## src/rtl/csp_pkg.sv

```systemverilog
package csp_pkg;

    typedef enum logic [1:0] {
        SCAN_AND  = 2'd0,
        SCAN_SAT2 = 2'd1,
        SCAN_LAST = 2'd2
    } scan_op_e;

    // older is the prefix over lower ages, newer the prefix over higher ages
    function automatic logic [1:0] scan_join(scan_op_e op, logic [1:0] older, logic [1:0] newer);
        logic [2:0] sum;
        logic [1:0] res;
        sum = {1'b0, older} + {1'b0, newer};
        case (op)
            SCAN_AND:  res = {1'b0, older[0] & newer[0]};
            SCAN_SAT2: res = (sum >= 3'd2) ? 2'd2 : sum[1:0];
            default:   res = newer[1] ? newer : older;
        endcase
        return res;
    endfunction

endpackage

```

## src/rtl/csp_rot.sv

```systemverilog
module csp_rot #(
    parameter int N        = 16,
    parameter int EW       = 1,
    parameter bit DIR_BACK = 1'b0
) (
    input  logic [$clog2(N)-1:0] amt_i,
    input  logic [N*EW-1:0]      data_i,
    output logic [N*EW-1:0]      data_o
);
    localparam int IW = $clog2(N);

    logic [EW-1:0] stg [0:IW][0:N-1];

    for (genvar p = 0; p < N; p++) begin : g_in
        assign stg[0][p] = data_i[p*EW +: EW];
        assign data_o[p*EW +: EW] = stg[IW][p];
    end

    for (genvar b = 0; b < IW; b++) begin : g_stage
        for (genvar p = 0; p < N; p++) begin : g_pos
            localparam int FS  = (p + (1 << b)) % N;
            localparam int BS  = (p - (1 << b) + N) % N;
            localparam int SRC = DIR_BACK ? BS : FS;
            assign stg[b+1][p] = amt_i[b] ? stg[b][SRC] : stg[b][p];
        end
    end
endmodule

```

## src/rtl/csp_scan.sv

```systemverilog
module csp_scan
    import csp_pkg::*;
#(
    parameter int       N  = 16,
    parameter scan_op_e OP = SCAN_AND
) (
    input  logic [N-1:0][1:0] lane_i,
    output logic [N-1:0][1:0] scan_o
);
    localparam int LV = $clog2(N);

    logic [1:0] stg [0:LV][0:N-1];

    for (genvar i = 0; i < N; i++) begin : g_io
        assign stg[0][i] = lane_i[i];
        assign scan_o[i] = stg[LV][i];
    end

    for (genvar l = 0; l < LV; l++) begin : g_lvl
        localparam int D = 1 << l;
        for (genvar i = 0; i < N; i++) begin : g_node
            if (i >= D) begin : g_join
                assign stg[l+1][i] = scan_join(OP, stg[l][i-D], stg[l][i]);
            end else begin : g_pass
                assign stg[l+1][i] = stg[l][i];
            end
        end
    end
endmodule

```

## src/rtl/csp_window.sv

```systemverilog
module csp_window
    import csp_pkg::*;
#(
    parameter int N    = 16,
    parameter int REGS = 8,
    parameter int CMAX = 4
) (
    input  logic                          clk,
    input  logic                          rst_n,
    input  logic [$clog2(N)-1:0]          tail_i,
    input  logic [N-1:0]                  done_i,
    input  logic [N-1:0]                  req_i,
    input  logic [N-1:0]                  dst_en_i,
    input  logic [N*$clog2(REGS)-1:0]     dst_i,
    input  logic [N*$clog2(REGS)-1:0]     src_i,
    output logic [$clog2(N)-1:0]          head_o,
    output logic [N-1:0]                  commit_o,
    output logic [N-1:0]                  ready_o,
    output logic [N-1:0]                  grant_o
);
    localparam int IW = $clog2(N);
    localparam int RW = $clog2(REGS);
    localparam int EW = 3 + 2 * RW;
    localparam int OW = 3;

    typedef struct packed {
        logic [IW-1:0] head;
    } state_t;

    state_t state_d, state_q;

    logic [IW-1:0]      occ;
    logic [N*EW-1:0]    fld_ent, fld_age;
    logic [N-1:0]       done_a, req_a, wen_a, valid_a;
    logic [RW-1:0]      dst_a [N];
    logic [RW-1:0]      src_a [N];
    logic [N-1:0][1:0]  and_lane, and_scan, cnt_lane, cnt_scan;
    logic [N-1:0][1:0]  wr_lane [REGS];
    logic [N-1:0][1:0]  wr_scan [REGS];
    logic [N-1:0]       commit_a, ready_a, grant_a;
    logic [N*OW-1:0]    res_age, res_ent;
    logic [IW:0]        ccnt;

    assign occ = tail_i - state_q.head;

    // pack entry fields, rotate so age 0 is the head entry
    for (genvar j = 0; j < N; j++) begin : g_pack
        assign fld_ent[j*EW +: EW] = {done_i[j], req_i[j], dst_en_i[j],
                                      dst_i[j*RW +: RW], src_i[j*RW +: RW]};
    end

    csp_rot #(.N(N), .EW(EW), .DIR_BACK(1'b0)) u_rot_in (
        .amt_i  (state_q.head),
        .data_i (fld_ent),
        .data_o (fld_age)
    );

    always_comb begin
        for (int p = 0; p < N; p++) begin
            {done_a[p], req_a[p], wen_a[p], dst_a[p], src_a[p]} = fld_age[p*EW +: EW];
            valid_a[p]  = (IW'(p) < occ);
            and_lane[p] = {1'b0, valid_a[p] & done_a[p]};
            cnt_lane[p] = {1'b0, valid_a[p] & req_a[p]};
        end
    end

    csp_scan #(.N(N), .OP(SCAN_AND)) u_scan_commit (
        .lane_i (and_lane),
        .scan_o (and_scan)
    );

    csp_scan #(.N(N), .OP(SCAN_SAT2)) u_scan_sel (
        .lane_i (cnt_lane),
        .scan_o (cnt_scan)
    );

    // one nearest-writer scan per logical register
    for (genvar r = 0; r < REGS; r++) begin : g_reg
        for (genvar p = 0; p < N; p++) begin : g_lane
            assign wr_lane[r][p] = {valid_a[p] & wen_a[p] & (dst_a[p] == RW'(r)), done_a[p]};
        end
        csp_scan #(.N(N), .OP(SCAN_LAST)) u_scan_wr (
            .lane_i (wr_lane[r]),
            .scan_o (wr_scan[r])
        );
    end

    always_comb begin
        logic [1:0] older_req;
        logic [1:0] wr;
        for (int p = 0; p < N; p++) begin
            commit_a[p] = and_scan[p][0] && (p < CMAX);
            older_req   = (p == 0) ? 2'd0 : cnt_scan[(p == 0) ? 0 : p-1];
            grant_a[p]  = valid_a[p] & req_a[p] & (older_req < 2'd2);
            wr          = (p == 0) ? 2'b00 : wr_scan[src_a[p]][(p == 0) ? 0 : p-1];
            ready_a[p]  = valid_a[p] & (wr[1] ? wr[0] : 1'b1);
            res_age[p*OW +: OW] = {commit_a[p], ready_a[p], grant_a[p]};
        end
    end

    csp_rot #(.N(N), .EW(OW), .DIR_BACK(1'b1)) u_rot_out (
        .amt_i  (state_q.head),
        .data_i (res_age),
        .data_o (res_ent)
    );

    always_comb begin
        for (int j = 0; j < N; j++) begin
            {commit_o[j], ready_o[j], grant_o[j]} = res_ent[j*OW +: OW];
        end
    end

    // next head
    always_comb begin
        ccnt = '0;
        for (int p = 0; p < N; p++) begin
            ccnt = ccnt + {{IW{1'b0}}, commit_a[p]};
        end
        state_d      = state_q;
        state_d.head = state_q.head + ccnt[IW-1:0];
    end

    always_ff @(posedge clk) begin
        if (!rst_n) begin
            state_q <= '0;
        end else begin
            state_q <= state_d;
        end
    end

    assign head_o = state_q.head;

endmodule

```

## config.mk

```make
export PLATFORM = sky130hd
export DESIGN_NAME = csp_window
export DESIGN_NICKNAME = d
export VERILOG_FILES = /design/src/rtl/csp_pkg.sv /design/src/rtl/csp_rot.sv /design/src/rtl/csp_scan.sv /design/src/rtl/csp_window.sv
export SDC_FILE = /design/constraint.sdc
export NUM_CORES = 1
export LEC_CHECK = 0
export BUFFER_PORTS_ARGS = -buffer_cell sky130_fd_sc_hd__buf_4
export CAP_MARGIN = 20
export CORE_ASPECT_RATIO = 1.75
export CORE_MARGIN = 2
export CORE_UTILIZATION = 40
export CTS_CLUSTER_DIAMETER = 50
export DETAILED_ROUTE_END_ITERATION = 16
export GPL_TIMING_DRIVEN = 0
export SLEW_MARGIN = 15
export SYNTH_ARGS = -nofsm -noshare
export SYNTH_HDL_FRONTEND = slang
export SYNTH_SLANG_ARGS = --single-unit
```

## constraint.sdc

```tcl
create_clock -name clk -period 16.5 [get_ports clk]
set_clock_uncertainty 0.05 [all_clocks]
set_input_delay 2.475 -clock clk [delete_from_list [all_inputs] [get_ports clk]]
set_output_delay 2.475 -clock clk [all_outputs]
set_load 0.02 [all_outputs]
```

==> flow_metrics.py, run 1 <==
metrics = {
    "yosys": {
        "synth_edf_count": 0,
        "syn_nets": 2639,
        "ys_types": 117,
        "avgSynthCellArea_um2": 7.87,
        "netlist_instances": 2422,
        "yosys_register_bits": 4,
        "seq_area_frac_synth_pct": 0.420,
        "async_flop_share_pct": 0,
        "ys.flop_type": "dfxtp_1",
        "synth_warnings": 0,
        "netlist_area_mm2": 0.0191,
    },
    "floorplanning": {
        "boundaryPins": 202,
        "core.rowCount": 105,
        "initial_core_util_pct": 40.5,
        "dieWidth_um": 169,
        "dieHeight_um": 293,
    },
    "placed_design": {
        "place_hpwl_mm": 115,
        "dp_slack_ps": 25.4,
        "portBuffers": 201,
        "routabilityCongestion": 1.19,
    },
    "clock_network": {
        "cts_max_level": 1,
        "cts_buffer_depth": 2,
        "cts-hold-fix-buffers": 0,
        "root_buffer": "clkbuf_16",
        "cts_buffers": 3,
        "clock-sinks": 4,
        "post_cts.repair.setup_buffers": 0,
    },
    "global_routing": {
        "globalRoute.totalOverflow": 93,
        "gr-usage-all-layers_pct": 58.6,
        "grt_pass1_wl_mm": 206,
        "grt_pass1_vias": 26800,
        "grt_max_degree": 13,
    },
    "status": {
        "status": "did not finish",
        "error": "[ERROR GRT-0116] Global routing finished with congestion. Check the congestion regions in the DRC Viewer.",
        "stop_stage": "5_1_grt",
    },
}
[routing by layer]
layer | track usage, % | overflow
met1 | 55.7 | 2
met2 | 86.7 | 53
met3 | 27.8 | 0
met4 | 67.0 | 38
met5 | 0 | 0
[synthesized netlist by cell type, types with 43 or more instances]
cell	n	area share (%)
a211oi_1	43	1.7
o211ai_1	47	1.9
buf_2	54	1.4
a21oi_1	110	2.9
clkbuf_1	46	0.91
mux2_2	96	5.7
nor3_1	73	1.9
mux4_2	164	19
inv_1	56	1.1
mux2i_1	179	9.4
nor2_1	227	4.5
o21ai_0	98	2.6
nand2_1	283	5.6
nand3_1	90	2.4
[metrics by stage]
step                      std cells  hold WS, ps  cell area (um2)
after CTS                      3225         1050            21500
after detailed placement       3222         1040            21500
after global placement         3211         1020            21300
after floorplan                2422          934            19100
[timing repair]
item                       4_1_cts
cloned                           0
setup endpoints to repair        8
gates resized for setup          1
[kinds of logic after synthesis]
kind of cell,Yosys count,synth area share (%)
simple gates,967,25.0
compound gates,706,27.4
mux,457,35.7
buf+inv,208,5.26
fa+ha+maj,67,5.58
xor+xnor,13,0.597
flops,4,0.420
==> inputs of run 2 (changes only) <==
- CORE_ASPECT_RATIO: 1.75 -> not set
- CORE_UTILIZATION: 40 -> 25
- CTS_CLUSTER_DIAMETER: 50 -> not set
- PLACE_DENSITY_LB_ADDON: not set -> 0.15
==> run 2 against run 1 <==
Against the previous run: the run now ends clean; synthesized cell count unchanged; area after synthesis unchanged.
==> flow_metrics.py, run 2 <==
metrics = {
    "timing": {
        "min_period_over_period_pct": 98.3,
        "fmax_mhz": 61.6,
        "fin_crit_ps": 16220,
        "drv_slew": 0,
        "layout_setup_ws_ps": 279,
        "final-hold-violation-count": 0,
        "worstMarginPinSlew_ps": 1220,
        "rsz0062_at_grt": "no",
        "slew_headroom_pct": 16.2,
        "finalSetupViolations": 0,
    },
    "yosys": {
        "synth.area.mux_share_pct": 35.7,
        "synth_top_area_cell": "mux4_2",
        "synth_most_common_cell": "nand2_1",
        "synth_warnings": 0,
        "avgSynthCellArea_um2": 7.87,
        "ys_types": 117,
        "netlist_instances": 2422,
        "ys.flop_type": "dfxtp_1",
        "synthTopCellsByCount": "nand2_1, nor2_1, mux2i_1",
        "yosysTopAreaCellShare_pct": 19.4,
        "seq_area_frac_synth_pct": 0.420,
        "synth_compound_area_share_pct": 27.4,
        "netlist_area_mm2": 0.0191,
        "async_flop_share_pct": 0,
        "synth_simple_gate_area_share_pct": 25.0,
        "synth_top_family_by_area": "multiplexers",
        "syn_nets": 2639,
        "synth_edf_count": 0,
        "synthAdderAreaFrac_pct": 5.58,
        "synth_area_leaders": "mux4_2, mux2i_1, mux2_2",
        "synth_xor_area_share_pct": 0.597,
        "yosys_register_bits": 4,
    },
    "floorplanning": {
        "core.rowCount": 101,
        "dieHeight_um": 280,
        "design.core.area_mm2": 0.0757,
        "die-area_mm2": 0.0785,
        "dieWidth_um": 280,
        "initial_core_util_pct": 25.2,
        "boundaryPins": 202,
    },
    "route": {
        "vias_per_cell": 6.78,
        "drt-total-wl_mm": 143,
        "ant_nets": 0,
        "wl_per_cell_um": 39.4,
        "initialDrtViolationCount": 3409,
        "vias": 24700,
        "drc_errors": 0,
        "drt-pass1-iter-count": 6,
    },
    "setup_path": {
        "slowest_delay_ps": 790,
        "crit_top_cell": "buf_2",
        "path_class": "reg -> out",
        "crit_fanout": 10,
        "crit_slowest_cell": "clkbuf_1",
        "cp_data_required_time_ps": 13980,
        "critPathCaptureType": "primary output",
        "crit_path_start_kind": "flop",
        "crit_arrival_ps": 13700,
    },
    "placed_design": {
        "portBuffers": 201,
        "place_hpwl_mm": 123,
        "dp.cells": 3621,
        "routabilityCongestion": 1.03,
        "dp_slack_ps": 657,
        "dpl_cell_area_mm2": 0.0221,
    },
    "clock_network": {
        "cts_max_level": 1,
        "cts_buffers": 3,
        "post_cts.repair.setup_buffers": 0,
        "cts_buffer_depth": 2,
        "clkLatencyLatePin_ps": 230,
        "clock-sinks": 4,
        "clkTransAtPathRegs_ps": 30,
        "root_buffer": "clkbuf_16",
        "cts_tree": "done",
    },
    "layout": {
        "area_growth_pct": 16.8,
        "layout-drive-gt1-share_pct": 25.3,
        "final_cell_mix": "nand2_1, nor2_1, buf_4, mux2i_1, mux4_2",
        "final_common_cell": "nand2_1",
        "final_cells": 3637,
        "finish.utilization_pct": 29.4,
        "nNetsFinal": 2874,
        "largest_reg_flops": 4,
        "fin_area_mm2": 0.0223,
    },
    "min_path": {
        "holdCritPathClass": "reg -> reg",
    },
    "status": {
        "status": "complete, no violations",
    },
    "global_routing": {
        "antenna_found_initial": 1,
        "grt_pass1_wl_mm": 194,
        "globalRoute.totalOverflow": 0,
        "gr-usage-all-layers_pct": 35.2,
        "grt_max_degree": 11,
        "grt_pass1_vias": 23300,
    },
    "run": {
        "cap_violations": 0,
    },
}
## run 2: final timing paths
| path | from | endpoint | slack (ps) | cells after the start |
|---|---|---|---|---|
| max | head_o[2] | grant_o[13] | 280 | 35 |
| min | head_o[1] | head_o[3] | 1030 | 5 |
| max reg2reg | head_o[2] | head_o[3] | 5400 | 25 |
| min reg2reg | head_o[1] | head_o[3] | 1030 | 5 |
## run 2: cells by family (layout without fill, tap and decap cells)
logic type	after synthesis	count (layout)
flops	4	4
other cells	0	4
fa+ha+maj	67	67
buf+inv	208	441
mux	457	457
simple gates	967	967
compound gates	706	706
xor+xnor	13	13
## run 2: area by class of cell
class / instances / area [um2]
Multi-Input combinational cell: 2210 / 18100
Antenna cell: 4 / 10.0
Fill cell: 8144 / 53400
Sequential cell: 4 / 80.1
Clock buffer: 3 / 75.1
Buffer: 149 / 781
Timing Repair Buffer: 230 / 1790
Tap cell: 978 / 1220
Inverter: 59 / 221
## run 2: worst max-delay path: cells and delay by family, from the launching register on
family / cells / cell delay, ps
compound gates: 3 / 1400
buf+inv: 14 / 6370
fa+ha+maj: 7 / 2400
simple gates: 7 / 1810
xor+xnor: 1 / 320
flops: 1 / 500
mux: 3 / 570
## run 2: timing repair
action	in CTS	in global routing
hold buffers	0	0
endpoints found under the setup margin	0	16
resized for setup	0	2
## run 2: metrics by stage
stage                     TNS [ps]  hold WS (ps)
after global routing             0          1070
final                            0          1030
after detailed placement         0           995
after floorplan                  0           934
after global placement       -78.0          1020
after CTS                        0          1000
## run 2: routing by layer
layer  track usage [%]  routed length, um
met4              17.1               8670
met3              5.90              13000
met5                 0                  0
met2              55.1              62800
met1              46.7              58800
Power of run 2 is left out: the tool's default activity adds up to more than one toggle a clock period on the data nets, which glitch-free logic cannot reach.
